==> config.mk <==
export PLATFORM = sky130hd
export DESIGN_NAME = sync_gen
export DESIGN_NICKNAME = d
export VERILOG_FILES = /design/src/rtl/sync_gen.sv
export SDC_FILE = /design/constraint.sdc
export NUM_CORES = 1
export LEC_CHECK = 0
export BUFFER_PORTS_ARGS = -buffer_cell sky130_fd_sc_hd__buf_2
export CELL_PAD_IN_SITES_DETAIL_PLACEMENT = 1
export CELL_PAD_IN_SITES_GLOBAL_PLACEMENT = 2
export CORE_MARGIN = 8
export CORE_UTILIZATION = 32
export CTS_CLUSTER_SIZE = 12
export DETAILED_ROUTE_END_ITERATION = 7
export GPL_ROUTABILITY_DRIVEN = 0
export PLACE_DENSITY = 0.85
export SLEW_MARGIN = 10
export SYNTH_ARGS = -nofsm -noshare
export SYNTH_HDL_FRONTEND = slang
export SYNTH_SLANG_ARGS = --single-unit
==> constraint.sdc <==
create_clock -name clk -period 3.7 [get_ports clk]
set_input_delay 0.37 -clock clk [delete_from_list [all_inputs] [get_ports clk]]
set_output_delay 0.37 -clock clk [all_outputs]
set_load 0.02 [all_outputs]
==> src/rtl/sync_gen.sv <==
module sync_gen #(
  parameter int HW = 12,
  parameter int VW = 12
) (
  input  logic          clk,
  input  logic          rst_n,
  input  logic          en,
  input  logic [1:0]    sync_type,
  input  logic          h_pol,
  input  logic          v_pol,
  input  logic [1:0]    h_gate_sel,
  input  logic [1:0]    v_gate_sel,
  input  logic [1:0]    h_start_sel,
  input  logic [1:0]    v_start_sel,
  input  logic [HW-1:0] h_total,
  input  logic [HW-1:0] h_width,
  input  logic [VW-1:0] v_total,
  input  logic [VW-1:0] v_width,
  input  logic          ext_evt,
  input  logic          ext_strb,
  input  logic          ext_trig,
  output logic          hsync_o,
  output logic          vsync_o,
  output logic          csync_o
);

  logic [2:0]    q_m, q_s, q_d;
  logic          h_run, v_run, v_armed;
  logic [HW-1:0] h_cnt;
  logic [VW-1:0] v_cnt;
  logic          h_go, v_go, h_gate, v_gate, h_last, v_last, line_start;
  logic          hp, vp, cp;
  logic [2:0]    q_rise;

  function automatic logic pick(input logic [1:0] sel, input logic [2:0] v);
    case (sel)
      2'd1:    pick = v[0];
      2'd2:    pick = v[1];
      2'd3:    pick = v[2];
      default: pick = 1'b1;
    endcase
  endfunction

  always_ff @(posedge clk) begin
    if (!rst_n) begin
      q_m <= '0;
      q_s <= '0;
      q_d <= '0;
    end else begin
      q_m <= {ext_trig, ext_strb, ext_evt};
      q_s <= q_m;
      q_d <= q_s;
    end
  end

  assign q_rise     = q_s & ~q_d;
  assign h_go       = pick(h_start_sel, q_rise);
  assign v_go       = pick(v_start_sel, q_rise);
  assign h_gate     = pick(h_gate_sel, q_s);
  assign v_gate     = pick(v_gate_sel, q_s);
  assign h_last     = h_cnt >= h_total - HW'(1);
  assign v_last     = v_cnt >= v_total - VW'(1);
  assign line_start = h_run ? h_last : h_go;

  always_ff @(posedge clk) begin
    if (!rst_n || !en) begin
      h_run <= 1'b0;
      h_cnt <= '0;
    end else if (!h_run) begin
      if (h_go) h_run <= 1'b1;
      h_cnt <= '0;
    end else begin
      h_cnt <= h_last ? '0 : h_cnt + HW'(1);
    end
  end

  always_ff @(posedge clk) begin
    if (!rst_n || !en) begin
      v_run   <= 1'b0;
      v_armed <= 1'b0;
      v_cnt   <= '0;
    end else begin
      if (!v_run && v_go) v_armed <= 1'b1;
      if (line_start) begin
        if (v_run) begin
          v_cnt <= v_last ? '0 : v_cnt + VW'(1);
        end else if (v_armed || v_go) begin
          v_run <= 1'b1;
          v_cnt <= '0;
        end
      end
    end
  end

  assign hp = h_run && (h_cnt < h_width) && h_gate;
  assign vp = v_run && (v_cnt < v_width) && v_gate;

  always_comb begin
    case (sync_type)
      2'd1:    cp = hp & vp;
      2'd2:    cp = hp | vp;
      2'd3:    cp = hp ^ vp;
      default: cp = 1'b0;
    endcase
  end

  assign hsync_o = hp ^ ~h_pol;
  assign vsync_o = vp ^ ~v_pol;
  assign csync_o = cp ^ ~h_pol;

endmodule


# ---- After elaboration in Yosys (flattened, before gate mapping)
# Cells that the tools add are included.
dict set report word_totals {
  reg_bits 36
  inputBits 66
  out_inout_bits 3
  wordCells 68
}
dict set report classes {
  add_sub_neg 4
  magnitude_cmp 4
  n_eq_ne 15
  mux 13
  bitwise 11
  reduce_logical 13
}
# cell count
set ops {}
lappend ops {{2-to-1 mux 12 bit} 3}
lappend ops {{adder 12 x 1 -> 12 bit, second input constant} 2}
lappend ops {{>= comparator 12 bit} 2}
lappend ops {{< comparator 12 bit} 2}
lappend ops {{subtractor 12 x 1 -> 12 bit, second input constant} 2}
lappend ops {{equality test 2 bit, second input constant} 10}
lappend ops {{one-hot mux 1 bit (3 select lines)} 5}
lappend ops {{equality test 2 x 1 -> 1 bit, second input constant} 5}
lappend ops {{logical AND 1 bit} 5}
lappend ops {{2-to-1 mux 1 bit} 5}
lappend ops {{XOR 1 bit} 4}
lappend ops {{AND 3 bit} 1}
lappend ops {{logical NOT 1 bit} 3}
lappend ops {{inverter 1 bit} 3}
lappend ops {{inverter 3 bit} 1}
lappend ops {{OR reduction 3 bit} 1}
lappend ops {{logical OR 1 bit} 2}
lappend ops {{AND reduction 2 bit} 1}
lappend ops {{nonzero test 2 bit} 1}
lappend ops {{AND 1 bit} 1}
lappend ops {{bitwise OR 1 bit} 1}

# ---- Depth between registers and ports, before layout
dict set report depth {
  ltp_word 6
  mapped_depth 14
}

# ---- Least setup slack after synthesis
# No wires, ideal clock.
dict set report synth_timing {
  kind {in2out}
  startpoint {input port h_width[6]}
  endpoint {output port csync_o}
  arrival_time_ps 2523
  slack_ps 807
  path_stages 10
  path_buffers 0
  cell_sequence {inv_1 ha_1 and3_1 a221oi_1 o211ai_1 o21bai_1 ha_1 mux2_2 a22oi_1 xor2_1}
}
dict set report synth_via {
  elab_chain_cells 6
}
# element line_no
set synth_rtl {}
lappend synth_rtl {{start: declaration} 16} ;# input logic [HW-1:0] h_width,
lappend synth_rtl {{< comparator 12 bit *} 95} ;# assign hp = h_run && (h_cnt < h_width) && h_gate;
lappend synth_rtl {{logical AND 1 bit * (2 in a row)} 95}
lappend synth_rtl {{XOR 1 bit, or another cell as far along} 102} ;# 2'd3: cp = hp ^ vp;
lappend synth_rtl {{one-hot mux 1 bit (3 select lines) *} 99} ;# case (sync_type)
lappend synth_rtl {{XOR 1 bit *} 109} ;# assign csync_o = cp ^ ~h_pol;
lappend synth_rtl {{end: declaration} 24} ;# output logic csync_o
# Every way passes the cells marked *; elsewhere a longest branch is shown, timed or not.

# ---- Worst setup path in the final report
dict set report layout_timing {
  startpoint {register v_cnt[6]}
  endpoint {output port csync_o}
}
dict set report layout_via {
  elab_chain_cells 6
}
# element line_no
set layout_rtl {}
lappend layout_rtl {{start: declaration} 30} ;# logic [VW-1:0] v_cnt;
lappend layout_rtl {{start signal: assignment} 86} ;# v_cnt <= v_last ? '0 : v_cnt + VW'(1);
lappend layout_rtl {{< comparator 12 bit *} 96} ;# assign vp = v_run && (v_cnt < v_width) && v_gate;
lappend layout_rtl {{logical AND 1 bit * (2 in a row)} 96}
lappend layout_rtl {{XOR 1 bit, or another cell as far along} 102}
lappend layout_rtl {{one-hot mux 1 bit (3 select lines) *} 99}
lappend layout_rtl {{XOR 1 bit *} 109}
# Marks and branches as above.

==> flow_summary.toml <==
[power_and_ir_drop]
vdd.ir_drop.worst_v = 0.0001373
p_leak_nw = 1.730
power_density_nw_per_um2 = 246.8
total_power_uw = 912.9

[clocking]
clk_pin_slew_worst_paths_ns = 0.07
cts_resized = 0
clk_latency_ns = 0.29
clock-sinks = 36
cts_hold_buf = 0
cts_root_buffer = "clkbuf_8"
numCtsBuffers = 5
cts_tree = "built"
cts_setup_buffers = 0
ctsLongestPathBuffers = 2
htreeDepth = 2

[critical_path]
crit_arrival_ns = 2.96
crit_buf_inv = 1
path_delay_family = "compound AO/OA/AOI/OAI gates"
cp-start-kind = "register"
startpoint = "v_cnt[6]$_SDFFE_PP0P_"
reg2reg_from = "v_cnt[2]$_SDFFE_PP0P_"
crit_top_cell = "ha_1"
crit_type = "reg2out"
worstPathRequired_ns = 3.33
slowest_delay_ns = 0.49
critPathMaxFanout = 6
worstPathCellList = "ha_1 -> and3_1 -> a221oi_1 -> o211ai_1 -> o21bai_1 -> ha_1 -> mux2_2 -> a22oi_1 -> xor2_1 -> buf_2"
crit_path_end_kind = "output pin"
slowest_stage = "dfxtp_1"

[logic_synthesis]
ys_ff_latch = 36
synth_cell_types = 46
syn_inst = 378
yosysSeqAreaShare = 0.2311
async_flop_share = 0
synth_nets = 496
synth_edf_count = 0
synth_top_flop_cell = "dfxtp_1"
synth_area_sq_um = 3118
syn_area_per_cell_sq_um = 8.249
yosysWarnings = 0

[sta]
relSlewSlack = 0.5698
finalHoldViolations = 0
final.setup.tns_ns = 0
worst_pin_slew_ns = 0.6418
skew_ns = 0.006499
finalSetupViolCount = 0
fmax_mhz = 300.2
min_period_ns = 3.332
min_period_over_period = 0.9004
slew_violations = 0
setup_ws_ns = 0.3683
rsz0062_at_grt = "no"

[global_routing]
grt_pass1_vias = 3175
grt_pass1_wl_mm = 14.41
overflow = 0
grt_antenna_before_repair = 0
grt_max_degree = 18
grtUsageTotal = 0.1316

[die]
rows = 36
die_area_sq_um = 13160
die_y_um = 114.7
start_util = 0.3250
core_area_sq_um = 9594
die_x_um = 114.7
ios = 69

[final_layout]
num_antenna_cells = 0
area_growth_pct = 18.62
fin_nets = 564
final_cell_mix = "buf_2 (68), ha_1 (52), nor2_1 (36), dfxtp_1 (36), inv_1 (33)"
final_common_cell = "buf_2"
drive_above_1_share = 0.1924
fillers = 1229

[routing]
num_vias = 2892
wirelength_mm = 8.245
dr.pass1.iters = 4
vias_per_cell = 4.986
final_antenna_net_count = 0
drcViolationCount = 0
drtIter0Drc = 61
routedWlPerCell_um = 14.22

[run]
drv_cap = 0

[placed_design]
pre_cts_ws_ns = 0.5061
place_hpwl_mm = 6.850
portBuffers = 68

[min_path]
hp-start = "ext_trig"
hp-class = "in2reg"

[outcome]
status = "completed"
-- area by class of cell --
class	count	area, sq um	area share
Clock inverter	2	35.03	0.009472
Tap cell	133	166.4	0.04499
Multi-Input combinational cell	300	2228	0.6025
Clock buffer	6	72.57	0.01962
Sequential cell	36	720.7	0.1949
Inverter	34	127.6	0.03451
Timing Repair Buffer	69	347.8	0.09405
-- worst paths after layout --
path	endpoint	cells after the start	slack, ns
setup reg to reg	v_cnt[8]$_SDFFE_PP0P_	7	1.28
setup / recovery	csync_o	10	0.37
hold reg to reg	q_s[1]$_SDFF_PN0_	1	0.44
hold / removal	q_m[2]$_SDFF_PN0_	2	0.29
-- report_power, final --
group	switching, mW	leakage [nW]	internal [mW]
clock	0.146	0.0552	0.200
combinational	0.0911	1.38	0.0781
sequential	0.00476	0.292	0.393
-- Yosys cell counts (all sizes together), types with 2 or more instances --
| library cell | instances | area share |
|---|---|---|
| ha | 52 | 0.21 |
| dfxtp | 36 | 0.23 |
| nor2 | 36 | 0.043 |
| inv | 34 | 0.041 |
| nand2 | 26 | 0.031 |
| xnor2 | 20 | 0.056 |
| nor3 | 16 | 0.027 |
| xor2 | 13 | 0.037 |
| a21oi | 12 | 0.019 |
| and2 | 11 | 0.022 |
| a21o | 9 | 0.022 |
| o21ai | 9 | 0.014 |
| a211o | 8 | 0.022 |
| a32o | 8 | 0.026 |
| nand3 | 8 | 0.013 |
| and3 | 7 | 0.014 |
| nand2b | 7 | 0.014 |
| nand4 | 7 | 0.014 |
| o211ai | 6 | 0.018 |
| nand3b | 5 | 0.012 |
| nor2b | 5 | 0.010 |
| a221oi | 4 | 0.011 |
| buf | 4 | 0.0084 |
| clkbuf | 4 | 0.0048 |
| nor4 | 4 | 0.0080 |
| or2 | 4 | 0.0080 |
| or4 | 4 | 0.0096 |
| a211oi | 3 | 0.0088 |
| mux2i | 2 | 0.0064 |
| o21a | 2 | 0.0048 |
| o21bai | 2 | 0.0048 |
| o311ai | 2 | 0.0056 |
| or3 | 2 | 0.0040 |
-- layer usage --
metal  part of all wire  routed length (um)  global-route usage  vias to the layer above
met1               0.45                3686              0.1526                     1364
li1                   -                   -                   -                     1478
met2               0.50                4150              0.2407                       43
met4             0.0084                  69             0.02890                        0
met5                  0                   0                   0                        -
met3              0.041                 338             0.02901                        7
-- cell families (layout without fill, tap and decap cells) --
family	count (synthesis)	in the layout	share of synthesized area
xor+xnor	33	33	0.09270
flops	36	36	0.2311
compound gates	69	69	0.1693
buf+inv	42	111	0.05417
fa+ha+maj	52	52	0.2087
mux	3	3	0.01003
simple gates	143	143	0.2339
-- flip-flops by register name, indices dropped and copies added, names as in the netlist --
signal and flops:
v_cnt 12, h_run 1, v_run 1, q_m 3, q_s 3, v_armed 1, h_cnt 12, q_d 3
-- through the flow --
step | utilization | hold slack [ns] | cells | cell area (sq um)
2_1_floorplan | - | 0.4119 | 378 | 3118
3_3_place_gp | 0.3743 | 0.4150 | 572 | 3591
3_5_place_dp | 0.3743 | 0.4212 | 572 | 3591
4_1_cts | 0.3855 | 0.2848 | 580 | 3699
5_1_grt | 0.3855 | 0.2908 | 580 | 3699
6_report | 0.3855 | 0.2888 | 580 | 3699
(Power assumes the default switching activity.)
